[src/rtl/ohd_pkg.sv]
package ohd_pkg;

    localparam int MAX_BITS = 128;
    localparam int CAT_W    = 3;

    typedef enum logic [CAT_W-1:0] {
        CAT_PAY  = 3'd0,
        CAT_SYNC = 3'd1,
        CAT_IND  = 3'd2,
        CAT_EOC  = 3'd3,
        CAT_CRC  = 3'd4,
        CAT_Z    = 3'd5
    } cat_e;

    // one category code per bit position
    typedef logic [MAX_BITS-1:0][CAT_W-1:0] cat_map_t;

    // per-bit record handed from the position tracker to the collectors
    typedef struct packed {
        logic             adv;
        logic             restart;
        logic             load;
        logic [CAT_W-1:0] cat;
        logic             din;
    } slot_t;

    function automatic cat_map_t default_map();
        cat_map_t m;
        m = '0;
        for (int p = 0;  p < 7;  p++) m[p] = CAT_SYNC;
        for (int p = 7;  p < 11; p++) m[p] = CAT_IND;
        for (int p = 21; p < 29; p++) m[p] = CAT_EOC;
        for (int p = 41; p < 47; p++) m[p] = CAT_CRC;
        for (int p = 56; p < 62; p++) m[p] = CAT_Z;
        return m;
    endfunction

    function automatic int count_cat(cat_map_t m, int nbits, logic [CAT_W-1:0] c);
        int n;
        n = 0;
        for (int p = 0; p < MAX_BITS; p++)
            if (p < nbits && m[p] == c) n++;
        return n;
    endfunction

    function automatic int last_overhead(cat_map_t m, int nbits);
        int l;
        l = 0;
        for (int p = 0; p < MAX_BITS; p++)
            if (p < nbits && m[p] != CAT_PAY) l = p;
        return l;
    endfunction

endpackage

[src/rtl/ohd_bitpos.sv]
module ohd_bitpos import ohd_pkg::*; #(
    parameter int       FRAME_BITS = 64,
    parameter cat_map_t CAT_MAP    = default_map(),
    parameter int       LAST_OH    = 61,
    localparam int      CNT_W      = (FRAME_BITS > 1) ? $clog2(FRAME_BITS) : 1
) (
    input  logic  clk,
    input  logic  rst,
    input  logic  bit_en,
    input  logic  frame_start,
    input  logic  sdata,
    output slot_t slot
);

    localparam logic [CNT_W-1:0] WRAP_POS = CNT_W'(FRAME_BITS - 1);
    localparam logic [CNT_W-1:0] LOAD_POS = CNT_W'(LAST_OH);

    logic [CAT_W-1:0] map_r [FRAME_BITS];
    logic [CNT_W-1:0] cnt_q;
    logic [CNT_W-1:0] pos;
    logic             locked_q;
    logic             fs;

    for (genvar i = 0; i < FRAME_BITS; i++) begin : g_map
        assign map_r[i] = CAT_MAP[i];
    end

    always_comb begin
        fs           = bit_en & frame_start;
        pos          = fs ? '0 : cnt_q;
        slot.adv     = bit_en;
        slot.restart = fs;
        slot.cat     = map_r[pos];
        slot.din     = sdata;
        slot.load    = bit_en && (locked_q || fs) && (pos == LOAD_POS);
    end

    always_ff @(posedge clk) begin
        if (rst) begin
            cnt_q    <= '0;
            locked_q <= 1'b0;
        end else if (bit_en) begin
            cnt_q <= (pos == WRAP_POS) ? '0 : pos + 1'b1;
            if (fs) locked_q <= 1'b1;
        end
    end

endmodule

[src/rtl/ohd_collect.sv]
module ohd_collect import ohd_pkg::*; #(
    parameter int               W   = 4,
    parameter logic [CAT_W-1:0] CAT = CAT_IND
) (
    input  logic         clk,
    input  logic         rst,
    input  slot_t        slot,
    output logic [W-1:0] nxt
);

    logic [W-1:0] sh_q;
    logic [W-1:0] base;
    logic         hit;

    always_comb begin
        hit  = (slot.cat == CAT);
        base = slot.restart ? '0 : sh_q;
        nxt  = hit ? W'({base, slot.din}) : base;
    end

    always_ff @(posedge clk) begin
        if (rst)           sh_q <= '0;
        else if (slot.adv) sh_q <= nxt;
    end

endmodule

[src/rtl/ohd_hold.sv]
module ohd_hold #(
    parameter int IW = 4,
    parameter int EW = 8,
    parameter int ZW = 6
) (
    input  logic          clk,
    input  logic          rst,
    input  logic          load,
    input  logic          ack,
    input  logic [IW-1:0] ind_n,
    input  logic [EW-1:0] eoc_n,
    input  logic [ZW-1:0] z_n,
    output logic [IW-1:0] ind_q,
    output logic [EW-1:0] eoc_q,
    output logic [ZW-1:0] z_q,
    output logic          upd,
    output logic          ovr
);

    logic pend_q;

    always_ff @(posedge clk) begin
        if (rst) begin
            ind_q  <= '0;
            eoc_q  <= '0;
            z_q    <= '0;
            upd    <= 1'b0;
            ovr    <= 1'b0;
            pend_q <= 1'b0;
        end else begin
            upd <= load;
            if (load) begin
                ind_q  <= ind_n;
                eoc_q  <= eoc_n;
                z_q    <= z_n;
                pend_q <= 1'b1;
                if (pend_q && !ack) ovr <= 1'b1;
            end else if (ack) begin
                pend_q <= 1'b0;
            end
        end
    end

endmodule

[src/rtl/ohd_demux.sv]
module ohd_demux import ohd_pkg::*; #(
    parameter int       FRAME_BITS = 64,
    parameter cat_map_t CAT_MAP    = default_map(),
    localparam int      IND_W      = count_cat(CAT_MAP, FRAME_BITS, CAT_IND),
    localparam int      EOC_W      = count_cat(CAT_MAP, FRAME_BITS, CAT_EOC),
    localparam int      Z_W        = count_cat(CAT_MAP, FRAME_BITS, CAT_Z),
    localparam int      LAST_OH    = last_overhead(CAT_MAP, FRAME_BITS)
) (
    input  logic             clk,
    input  logic             rst,
    input  logic             bit_en,
    input  logic             frame_start,
    input  logic             sdata,
    input  logic             host_ack,
    output logic [IND_W-1:0] ind_reg,
    output logic [EOC_W-1:0] eoc_reg,
    output logic [Z_W-1:0]   z_reg,
    output logic             upd_stb,
    output logic             overrun
);

    localparam int               CW [3] = '{IND_W, EOC_W, Z_W};
    localparam logic [CAT_W-1:0] CC [3] = '{CAT_IND, CAT_EOC, CAT_Z};

    slot_t slot;

    ohd_bitpos #(
        .FRAME_BITS (FRAME_BITS),
        .CAT_MAP    (CAT_MAP),
        .LAST_OH    (LAST_OH)
    ) u_pos (
        .clk         (clk),
        .rst         (rst),
        .bit_en      (bit_en),
        .frame_start (frame_start),
        .sdata       (sdata),
        .slot        (slot)
    );

    for (genvar g = 0; g < 3; g++) begin : g_col
        logic [CW[g]-1:0] nxt_g;
        ohd_collect #(
            .W   (CW[g]),
            .CAT (CC[g])
        ) u_col (
            .clk  (clk),
            .rst  (rst),
            .slot (slot),
            .nxt  (nxt_g)
        );
    end

    ohd_hold #(
        .IW (IND_W),
        .EW (EOC_W),
        .ZW (Z_W)
    ) u_hold (
        .clk   (clk),
        .rst   (rst),
        .load  (slot.load),
        .ack   (host_ack),
        .ind_n (g_col[0].nxt_g),
        .eoc_n (g_col[1].nxt_g),
        .z_n   (g_col[2].nxt_g),
        .ind_q (ind_reg),
        .eoc_q (eoc_reg),
        .z_q   (z_reg),
        .upd   (upd_stb),
        .ovr   (overrun)
    );

endmodule

[config.mk]
export PLATFORM = sky130hd
export DESIGN_NAME = ohd_demux
export DESIGN_NICKNAME = d
export VERILOG_FILES = /design/src/rtl/ohd_pkg.sv /design/src/rtl/ohd_bitpos.sv /design/src/rtl/ohd_collect.sv /design/src/rtl/ohd_hold.sv /design/src/rtl/ohd_demux.sv
export SDC_FILE = /design/constraint.sdc
export NUM_CORES = 1
export LEC_CHECK = 0
export BUFFER_PORTS_ARGS = -buffer_cell sky130_fd_sc_hd__buf_2
export CAP_MARGIN = 25
export CORE_UTILIZATION = 60
export DETAILED_ROUTE_END_ITERATION = 10
export PLACE_DENSITY = 0.82
export SLEW_MARGIN = 5
export SYNTH_ARGS = -nofsm -noshare
export SYNTH_HDL_FRONTEND = slang
export SYNTH_SLANG_ARGS = --single-unit
[constraint.sdc]
create_clock -name clk -period 4.75 [get_ports clk]
set_input_delay 1.425 -clock clk [delete_from_list [all_inputs] [get_ports clk]]
set_output_delay 1.425 -clock clk [all_outputs]
set_load 0.005 [all_outputs]
==> key figures <==
Setup path
  – Critical path data required time: 5.01 ns
  – Crit-path slowest cell: o31a_1
  – CP Class: input pin to flip-flop
  – Reg-to-Reg End: g_col[1].u_col.sh_q[5]$_SDFFE_PP0P_
  – Reg2reg start: u_pos.cnt_q[0]$_SDFFE_PP0P_
  – Critical-path maximum fanout: 24
  – Reg2Reg Depth: 8
  – Crit end category: flip-flop
  – CP top delay family: compound AO/OA/AOI/OAI gates
  – Startpoint Class: input pin
  – CP bufs+invs: 2
  – Flop-to-flop setup slack: 2.60 ns
  – Sequence of cells on the critical path: buf_2 > nand2_2 > nand3_1 > inv_1 > ha_1 > nor2_1 > a31oi_1 > o22ai_1 > o31a_1 > a22o_1
  – Data arrival, critical path: 3.52 ns
  – CP max stage delay: 0.43 ns

Timing
  – Tcrit/Tclk final: 0.686
  – Final-report hold violation count: 0
  – Worst slew margin: 0.515
  – RSZ-0062 raised after global routing: no
  – Setup violations, final: 0
  – Max Freq: 0.307 GHz
  – Worst-margin pin slew: 0.727 ns
  – Setup Skew: 0.0122 ns
  – Final min period: 3.26 ns
  – Setup TNS: 0 ns
  – Final Max Slew Viols: 0
  – Hold_ws: 0.455 ns

Drt
  – Wirelength per Cell: 13.2 um
  – Post-DRT Antenna Nets: 0
  – Routed WL: 3820 um
  – Met2 routed WL: 1820 um
  – DRT iter0 DRCs: 69
  – Met1 wire length: 1730 um
  – Highest metal used: met4
  – Met3 WL: 234 um
  – Vias: 1700
  – Pre-antenna DRT Iters: 4
  – DRC: 0
  – Vias per inst: 5.88

Floorplanning
  – Chip width: 59.8 um
  – Starting Density: 0.646
  – Core area: 3100 um^2
  – Die Ht: 59.8 um
  – # rows: 20
  – Top-level port count: 26
  – Die ar.: 3580 um^2

Yosys
  – Post-synth EDFFs: 0
  – Synthesized cell area: 2010 um^2
  – Share of flip-flops with an asynchronous set or reset: 0
  – Cell accounting for the most synthesized area: dfxtp_1
  – Avg Inst Size Synth: 8.72 um^2
  – Top cell type's share of synthesized area: 0.459
  – Ys flop type: dfxtp_1
  – Sequential area share after synthesis: 0.459
  – Area contributors post-synth: dfxtp_1, nor2_1, a22o_1, a21oi_1, nand3_1
  – Most frequent cell after synthesis: dfxtp_1
  – Synthesis warning total: 0
  – #FFs+latches synth: 46
  – Post-synth cell types: 46
  – Mapped Cells: 230
  – Commonest cells in the netlist: dfxtp_1, nor2_1, nand2_1, a21oi_1, nand3_1
  – Syn Nets: 238

GRT
  – Vias in the first global route: 1494
  – GR Util All Layers: 0.241
  – Wire length of the first global-routing pass: 6470 um
  – Grt total ovfl: 0
  – Largest net degree at the start of global routing: 40
  – Initial antenna violation count: 0

Layout
  – # diodes: 0
  – P&R area growth vs syn: 8.67%
  – Layout cell share with drive strength beyond 1: 0.171
  – Layout Nets: 252

Clock network
  – TritonCTS buffer count: 5
  – CTS root buf: clkbuf_4
  – Post-CTS setup buffers: 0
  – Clk_lat worst skew: 0.36 ns
  – Clock Sinks: 46
  – CTS hold repair buffers: 0
  – CTS tree: built
  – Gates resized, CTS repair: 0
  – CTS Buffer Depth: 2
  – H-tree Lvls: 2
  – Clock slew at reported path FFs: 0.12 ns

Flow run
  – Max Cap Violations: 0

Placed design
  – Port bufs: 25
  – GPL Wtd Cong: 0.836
  – Final HPWL DP: 2480 um

Min path
  – HP Start: u_hold.eoc_q[6]$_SDFFE_PP0P_
  – Hold worst-path end: u_hold.eoc_q[6]$_SDFFE_PP0P_
  – Hold Crit Depth: 2
  – Hold Path Class: flip-flop to flip-flop

Power and ir drop
  – Overall power: 0.000657 W
  – Peak VDD IR: 0.204 mV
  – Leak pwr: 0.818 nW
  – P per Cell Area: 301 nW/um^2

Run status
  – Run status: completed
## power breakdown
part	switching [W]	internal, W
logic	0.0000199	0.00000632
registers	0.00000307	0.000387
clock network	0.000128	0.000112
total	0.000151	0.000506
## layout make-up
type                            instances  area [um^2]
Timing Repair Buffer                   26          133
Tap cell                               44         55.1
Multi-Input combinational cell        160          971
Clock inverter                          3         43.8
Inverter                                5         18.8
Sequential cell                        46          921
Clock buffer                            5         37.5
Fill cell                             292          923
## metal layers
metal | up-vias | track usage
met5 | - | 0
met4 | 0 | 0.0698
met3 | 4 | 0.0714
met2 | 52 | 0.406
met1 | 785 | 0.297
li1 | 859 | -
## per-stage QoR
step	setup slack, ns	cells	cell area [um^2]	utilization
floorplan	1.26	230	2010	-
CTS	1.51	289	2180	0.702
global route	1.32	289	2180	0.702
detailed placement	1.13	281	2100	0.676
finish	1.49	289	2180	0.702
global placement	1.26	281	2100	0.676
## logic make-up after synthesis
kind of cell	synth area share
AOI/OAI and AO/OA	0.226
buffers and inverters	0.0568
adders and majority gates	0.0125
and+or+nand+nor	0.245
DFF	0.459
## state kept, by name, summed over array words and instances, names as in the netlist, 4 cells and up
name / cells
g_col.u_col.sh_q: 18
u_hold.eoc_q: 8
u_pos.cnt_q: 6
u_hold.ind_q: 4
u_hold.z_q: 6
## worst max-delay path by stage
stage / startpoint / endpoint / slack [ns] / depth (start not counted)
after detailed placement: bit_en / g_col[1].u_col.sh_q[1]$_SDFFE_PP0P_ / 1.13 / 10
after floorplan: frame_start / g_col[1].u_col.sh_q[7]$_SDFFE_PP0P_ / 1.26 / 11
final: bit_en / g_col[1].u_col.sh_q[5]$_SDFFE_PP0P_ / 1.49 / 10
after global routing: bit_en / g_col[1].u_col.sh_q[3]$_SDFFE_PP0P_ / 1.32 / 10
after global placement: bit_en / g_col[1].u_col.sh_q[7]$_SDFFE_PP0P_ / 1.26 / 10
after CTS: bit_en / g_col[1].u_col.sh_q[3]$_SDFFE_PP0P_ / 1.51 / 10
## worst reg2reg max path, stage by stage, from the launching register on
cell,delay [ns]
dfxtp_1,0.54
nand3_1,0.18
inv_1,0.09
ha_1,0.21
nor2_1,0.06
a31oi_1,0.18
o22ai_1,0.17
o31a_1,0.43
a22o_1,0.20
## layout by cell type (no fill, tap or decap), drive strengths merged
| cell | synthesis | final |
|---|---|---|
| a2111oi | 1 | 1 |
| a21boi | 1 | 1 |
| a21o | 1 | 1 |
| a21oi | 20 | 20 |
| a22o | 11 | 11 |
| a22oi | 7 | 7 |
| a2bb2oi | 1 | 1 |
| a311oi | 6 | 6 |
| a31oi | 3 | 3 |
| and2 | 2 | 2 |
| and3 | 2 | 2 |
| and4 | 1 | 1 |
| buf | 8 | 26 |
| bufinv | 0 | 1 |
| clkbuf | 11 | 5 |
| clkinv | 0 | 1 |
| dfxtp | 46 | 46 |
| ha | 2 | 2 |
| inv | 5 | 6 |
| nand2 | 25 | 25 |
| nand2b | 4 | 4 |
| nand3 | 19 | 19 |
| nand3b | 2 | 2 |
| nand4 | 2 | 2 |
| nand4b | 1 | 1 |
| nor2 | 27 | 27 |
| nor3 | 1 | 1 |
| nor3b | 1 | 1 |
| nor4 | 2 | 2 |
| nor4b | 1 | 1 |
| o21a | 2 | 2 |
| o21ai | 8 | 8 |
| o21ba | 1 | 1 |
| o221ai | 1 | 1 |
| o22ai | 1 | 1 |
| o311ai | 1 | 1 |
| o31a | 1 | 1 |
| or2b | 1 | 1 |
| or4 | 1 | 1 |
No activity file was read; power rests on OpenSTA's default activity.
